`src/rtl/host_irq_pkg.sv`:
```
package host_irq_pkg;
  localparam int DATA_W  = 32;
  localparam int SRC_LSB = 4;
  localparam int SRC_N   = DATA_W - SRC_LSB;

  // Next flag state: clear has priority over set.
  function automatic logic [SRC_N-1:0] flags_next(
    input logic [SRC_N-1:0] cur,
    input logic             set_en,
    input logic             clr_en,
    input logic [SRC_N-1:0] mask
  );
    logic [SRC_N-1:0] set_v;
    logic [SRC_N-1:0] clr_v;
    set_v = set_en ? mask : '0;
    clr_v = clr_en ? mask : '0;
    return (cur | set_v) & ~clr_v;
  endfunction

  // Readback word: flags on top, zero nibble below.
  function automatic logic [DATA_W-1:0] read_word(input logic [SRC_N-1:0] f);
    return {f, {SRC_LSB{1'b0}}};
  endfunction
endpackage

```
`src/rtl/hirq_src_flags.sv`:
```
module hirq_src_flags
  import host_irq_pkg::*;
(
  input  logic             clk,
  input  logic             rst,
  input  logic             set_en,
  input  logic             clr_en,
  input  logic [SRC_N-1:0] mask,
  output logic [SRC_N-1:0] flags
);
  logic [SRC_N-1:0] flags_q;

  always_ff @(posedge clk) begin
    if (rst) flags_q <= '0;
    else     flags_q <= flags_next(flags_q, set_en, clr_en, mask);
  end

  assign flags = flags_q;
endmodule

```
`src/rtl/hirq_pulse_timer.sv`:
```
module hirq_pulse_timer #(
  parameter int HI_TICKS = 4,
  parameter int LO_TICKS = 4
) (
  input  logic clk,
  input  logic rst,
  input  logic tick,
  input  logic trig,
  output logic pulse,
  output logic accept,
  output logic start,
  output logic win_end
);
  localparam int WIN = HI_TICKS + LO_TICKS;
  localparam int CW  = (WIN > 1) ? $clog2(WIN) : 1;
  localparam logic [CW-1:0] LAST = CW'(WIN - 1);
  localparam logic [CW-1:0] HI_C = CW'(HI_TICKS);

  logic          pend_q;
  logic          busy_q;
  logic [CW-1:0] cnt_q;

  assign accept  = trig & ~busy_q & ~pend_q;
  assign start   = tick & pend_q;
  assign win_end = tick & busy_q & (cnt_q == LAST);

  always_ff @(posedge clk) begin
    if (rst) begin
      pend_q <= 1'b0;
      busy_q <= 1'b0;
      cnt_q  <= '0;
    end else if (start) begin
      pend_q <= 1'b0;
      busy_q <= 1'b1;
      cnt_q  <= '0;
    end else begin
      if (accept) pend_q <= 1'b1;
      if (tick && busy_q) begin
        if (win_end) begin
          busy_q <= 1'b0;
          cnt_q  <= '0;
        end else begin
          cnt_q <= cnt_q + 1'b1;
        end
      end
    end
  end

  assign pulse = busy_q & (cnt_q < HI_C);
endmodule

```
`src/rtl/host_irq_gen.sv`:
```
module host_irq_gen
  import host_irq_pkg::*;
#(
  parameter int HI_TICKS = 4,
  parameter int LO_TICKS = 4
) (
  input  logic              clk,
  input  logic              rst,
  input  logic              raise_wr,
  input  logic              ack_wr,
  input  logic [DATA_W-1:0] wr_data,
  input  logic              slow_tick,
  output logic [DATA_W-1:0] rd_data,
  output logic              host_irq
);
  logic [SRC_N-1:0] flags;
  logic             trig_req;
  logic             trig_accept;
  logic             pulse_start;
  logic             window_end;

  assign trig_req = raise_wr & wr_data[0];

  hirq_src_flags u_flags (
    .clk    (clk),
    .rst    (rst),
    .set_en (raise_wr),
    .clr_en (ack_wr),
    .mask   (wr_data[DATA_W-1:SRC_LSB]),
    .flags  (flags)
  );

  hirq_pulse_timer #(
    .HI_TICKS (HI_TICKS),
    .LO_TICKS (LO_TICKS)
  ) u_timer (
    .clk     (clk),
    .rst     (rst),
    .tick    (slow_tick),
    .trig    (trig_req),
    .pulse   (host_irq),
    .accept  (trig_accept),
    .start   (pulse_start),
    .win_end (window_end)
  );

  assign rd_data = read_word(flags);
endmodule

```
`config.mk`:
```
export PLATFORM = sky130hd
export DESIGN_NAME = host_irq_gen
export DESIGN_NICKNAME = d
export VERILOG_FILES = /design/src/rtl/host_irq_pkg.sv /design/src/rtl/hirq_src_flags.sv /design/src/rtl/hirq_pulse_timer.sv /design/src/rtl/host_irq_gen.sv
export SDC_FILE = /design/constraint.sdc
export NUM_CORES = 1
export LEC_CHECK = 0
export BUFFER_PORTS_ARGS = -buffer_cell sky130_fd_sc_hd__buf_2
export CAP_MARGIN = 30
export CORE_UTILIZATION = 44
export DETAILED_ROUTE_END_ITERATION = 8
export GPL_ROUTABILITY_DRIVEN = 0
export HOLD_SLACK_MARGIN = 0.08
export PLACE_DENSITY_LB_ADDON = 0.2
export SETUP_SLACK_MARGIN = 0.05
export SLEW_MARGIN = 30
export SYNTH_ARGS = -nofsm -noshare
export SYNTH_HDL_FRONTEND = slang
export SYNTH_SLANG_ARGS = --single-unit
```
`constraint.sdc`:
```
create_clock -name clk -period 1.3 [get_ports clk]
set_input_delay 0.13 -clock clk [delete_from_list [all_inputs] [get_ports clk]]
set_output_delay 0.13 -clock clk [all_outputs]
set_load 0.05 [all_outputs]
```
==> results.yml, run 1 <==
status:
  status: "finished, violations left"
  violations: "DRC"
pwr:
  power_density_nw_per_um2: 1130
  p_leak_nw: 0.911
  ir_drop_uv: 761
  p_total_mw: 2.32
drt:
  first_pass_iters: 6
  drcViolationCount: 8
  drtIter0Drc: 48
  via_count: 1267
  post_drt_wl_per_cell_um: 13.5
  drt_wl_total_um: 3350
  antenna_left: 0
  vias_per_cell: 5.11
floorplan:
  fp-row-count: 19
  fp.dieW_um: 57.8
  core_um2: 2850
  chipHeight_um: 57.8
  ios: 70
  dieArea_um2: 3340
  start_util: 0.480
yosys:
  synthTopCellsByCount: "dfxtp_1, a21oi_1, a211oi_1"
  syn_area_um2: 1370
  ys.warnings.count: 0
  synth.area.mux_share: 0
  synthTopCellsByArea: "dfxtp_1, a211oi_1, a21oi_1"
  synth-edff-count: 0
  ys_seq_area_frac: 0.483
  synthSimpleGateAreaFrac: 0.0430
  synth-compound-area-share: 0.369
  yosysMostFrequentCell: "dfxtp_1"
  ys.flop_type: "dfxtp_1"
  ys_types: 20
  synth-adder-area-share: 0.0183
  synth_top_area_share: 0.483
  synth_cells: 123
  synth-seq-cells: 33
  postSynthAreaPerCell_um2: 11.1
  synthArstFlopShare: 0
  yosys.area_share.xor_xnor: 0
  yosysTopAreaCell: "dfxtp_1"
  synth_top_family_by_area: "compound AO/OA/AOI/OAI gates"
placed_design:
  pre_cts_slack_ns: 0.140
  dp.final_hpwl_um: 2110
  numPortBuffers: 62
timing:
  skew_ns: 0.000368
  grt_setup_unrepaired: "no"
  fin_crit_ns: 1.19
  setup_tns_ns: 0
  max_freq_mhz: 842
  setup_ws_ns: 0.112
  finalMaxSlewViolations: 0
  setup_viol: 0
  fin_crit_sh: 0.914
  whs_ns: 0.125
  hold_viol: 0
final_layout:
  final_nets: 255
  synthToLayoutAreaGrowth_pct: 50.5
  diodes: 0
  nFillCells: 204
  drive_above_1_share: 0.465
grt:
  grt_pass1_wl_um: 5600
  grt_util_all_layers: 0.225
  antenna_found_initial: 0
  grt_pass1_vias: 1279
  grt_overflow: 0
  grt_max_degree: 22
setup_path:
  r2r_slack_ns: 0.12
  cp_data_arrival_time_ns: 1.06
  worst-path-max-fanout: 2
  crit_required_ns: 1.17
  path_class: "reg -> out"
  crit_path_start_kind: "register"
  endpoint_kind: "primary output"
clock_tree:
  cts_root_buf: "clkbuf_4"
  cts_tree: "built"
  clock_path_buffers: 2
  cts_made_buffers: 5
  numClockSinks: 33
  htree_num_levels: 2
  clk_latency_ns: 0.34
  clk_pin_slew_ns: 0.09
worst_hold_path:
  hold_path_class: "in -> reg"
flow_run:
  maxCapViolCount: 0
-- cell usage in the layout (no fill, tap or decap) --
cell type,netlist,final
a21o_1,1,1
nand4b_1,2,2
nand3b_4,1,1
nand2_1,1,1
clkbuf_4,0,5
conb_1,1,4
a21bo_1,1,1
dlygate4sd3_1,0,30
buf_12,0,2
ha_2,0,1
a211oi_1,19,19
ha_1,2,1
a211oi_2,9,9
clkbuf_8,0,2
nand4bb_1,1,1
buf_2,5,62
a21bo_2,3,3
inv_1,1,1
dfxtp_1,33,33
a21oi_2,10,11
clkinv_2,0,1
nor2b_2,0,1
a21oi_1,23,22
buf_4,5,3
-- metrics by stage --
step,instance area (um2),util,cells
2_1_floorplan,1380,-,126
3_3_place_gp,1680,0.590,210
3_5_place_dp,1680,0.590,210
4_1_cts,2050,0.720,248
5_1_grt,2060,0.722,248
6_report,2060,0.722,248
-- sequential cells by signal, summed over array words and instances (netlist names) --
| register | count |
|---|---|
| u_timer.pend_q | 1 |
| u_timer.cnt_q | 3 |
| u_flags.flags | 28 |
| u_timer.busy_q | 1 |
-- kinds of logic after synthesis --
family | count (synthesis)
buf+inv | 15
flops | 33
fa+ha+maj | 2
compound gates | 66
other cells | 1
simple gates | 6
-- report_power, final --
part           internal (mW)  switching [mW]  leakage, nW
clock network          0.313           0.344       0.0413
logic                  0.207           0.364        0.599
registers               1.06          0.0293        0.271
total                   1.58           0.737        0.911
-- per-layer routing --
layer	wire, um	GRT usage
met1	1440	0.256
met3	218	0.0580
met5	0	0
met4	53	0.133
met2	1640	0.382
-- cell type report --
cell class                      count  area, um2  area share
Inverter                            1       3.75     0.00182
Tap cell                           31       38.8      0.0188
Multi-Input combinational cell     78        613       0.298
Clock buffer                        7       65.1      0.0316
Clock inverter                      1       5.00     0.00243
Sequential cell                    33        661       0.321
Timing Repair Buffer               97        673       0.327
-- final timing paths --
| kind | start | to | cells past startpoint |
|---|---|---|---|
| worst min register to register | u_timer.pend_q | u_timer.pend_q | 2 |
| worst min-delay path | slow_tick | u_timer.busy_q | 3 |
| worst max-delay path | u_timer.busy_q | host_irq | 2 |
| worst max register to register | u_timer.cnt_q[0] | u_timer.cnt_q[0] | 4 |
-- critical path: stages, from the launching register on --
cell	delay, ns
dfxtp_1	0.34
nor2b_2	0.12
buf_2	0.26
-- repair_timing --
item,CTS,global route
buffers inserted,0,0
endpoints found under the setup margin,0,2
endpoints found under the hold margin,29,0
hold buffers,30,0
gates resized for setup,0,2
No activity file was read; power rests on OpenSTA's default activity.
==> run 2: changes to the inputs <==
Settings changed: RECOVER_POWER set to 25.
==> results.yml, run 2 (synthesis gave the netlist of run 1 again) <==
grt:
  grt_pass1_wl_um: 5600
  grt_util_all_layers: 0.225
  antenna_found_initial: 0
  grt_overflow: 0
  grt_pass1_vias: 1279
  grt_max_degree: 22
clock_tree:
  clock_path_buffers: 2
  htree_num_levels: 2
  cts_tree: "built"
  cts_root_buf: "clkbuf_4"
  cts_made_buffers: 5
  numClockSinks: 33
  clk_latency_ns: 0.34
  clk_pin_slew_ns: 0.09
pwr:
  p_leak_nw: 0.901
  power_density_nw_per_um2: 1140
  ir_drop_uv: 759
  p_total_mw: 2.31
placed_design:
  dpl_cell_area_um2: 1680
  dp.final_hpwl_um: 2110
  pre_cts_slack_ns: 0.140
  dp_cells: 210
  numPortBuffers: 62
floorplan:
  chipHeight_um: 57.8
  dieArea_um2: 3340
  core_um2: 2850
  ios: 70
  fp.dieW_um: 57.8
  start_util: 0.480
  fp-row-count: 19
final_layout:
  final_cells: 248
  synthToLayoutAreaGrowth_pct: 48.6
  final_area_um2: 2030
  mostFrequentLayoutCells: "buf_2, dfxtp_1, dlygate4sd3_1, a211oi_1, a21oi_1"
  final_nets: 255
  fin_util: 0.713
  drive_above_1_share: 0.438
  largest_register_ffs: 28
  diodes: 0
  layout_commonest_cell: "buf_2"
timing:
  max_freq_mhz: 844
  finalMaxSlewViolations: 0
  skew_ns: 0.000290
  setup_viol: 0
  grt_setup_unrepaired: "no"
  fin_crit_ns: 1.18
  hold_viol: 0
  setup_ws_ns: 0.115
  fin_crit_sh: 0.911
  setup_tns_ns: 0
  whs_ns: 0.124
setup_path:
  crit_required_ns: 1.59
  endpoint_kind: "register"
  cp_data_arrival_time_ns: 1.47
  r2r_end: "u_timer.cnt_q[0]"
  worst-path-max-fanout: 4
  crit_path_start_kind: "register"
  rr_worst_depth: 4
  r2r_slack_ns: 0.12
  rr_startpoint: "u_timer.cnt_q[0]"
  path_class: "reg -> reg"
worst_hold_path:
  whs_path_depth: 3
  hold_path_class: "in -> reg"
  min_to: "u_timer.busy_q"
  holdCritStartpoint: "slow_tick"
status:
  status: "finished, violations left"
  violations: "DRC"
drt:
  first_pass_iters: 6
  antenna_left: 0
  drt_wl_total_um: 3350
  post_drt_wl_per_cell_um: 13.5
  drcViolationCount: 8
  drtIter0Drc: 35
  via_count: 1278
  vias_per_cell: 5.15
flow_run:
  maxCapViolCount: 0
[run 2: cell types whose count changed in the layout (fill, tap and decap cells not counted)]
cell,change
a211oi_1,+4
clkbuf_1,+2
buf_4,-1
buf_2,-1
a211oi_2,-4
[run 2: how the worst max path moves through the flow]
stage | endpoint | slack, ns | cells past startpoint | from
floorplan | host_irq | 0.25 | 1 | u_timer.busy_q
global placement | u_timer.cnt_q[1] | 0.24 | 4 | u_timer.cnt_q[0]
detailed placement | u_timer.cnt_q[1] | 0.14 | 4 | u_timer.cnt_q[0]
CTS | host_irq | 0.09 | 2 | u_timer.busy_q
global route | u_timer.cnt_q[0] | 0.04 | 4 | u_timer.cnt_q[0]
finish | u_timer.cnt_q[0] | 0.12 | 4 | u_timer.cnt_q[0]
[run 2: final cells by class]
class / count / area [um2]
clock buffers: 7 / 65.1
multi-input cells: 78 / 593
flip-flops and latches: 33 / 661
repair buffers: 97 / 668
inverters: 1 / 3.75
well taps: 31 / 38.8
clock inverters: 1 / 5.00
fillers: 210 / 818
[run 2: power breakdown]
part / switching, mW / total (mW) / internal (mW)
combinational: 0.359 / 0.562 / 0.203
clock: 0.342 / 0.655 / 0.313
sequential: 0.0292 / 1.09 / 1.06
total: 0.730 / 2.31 / 1.58
[run 2: worst max-delay path, cell delays in order, from the launching register on]
cell and delay, ns:
dfxtp_1 0.33, ha_1 0.21, ha_2 0.20, nand4bb_1 0.23, a21oi_2 0.16
[run 2: what timing repair did]
item | CTS | global route
setup endpoints to repair | 0 | 2
hold buffers | 30 | 0
hold endpoints to repair | 29 | 0
resized for setup | 0 | 2
setup buffers | 0 | 0
[run 2: per-layer routing]
metal	vias up	track usage	part of all wire	routed length (um)
li1	645	-	-	-
met5	-	0	0	0
met2	49	0.382	0.49	1650
met3	6	0.0580	0.068	227
met4	0	0.133	0.016	53
met1	578	0.256	0.42	1420
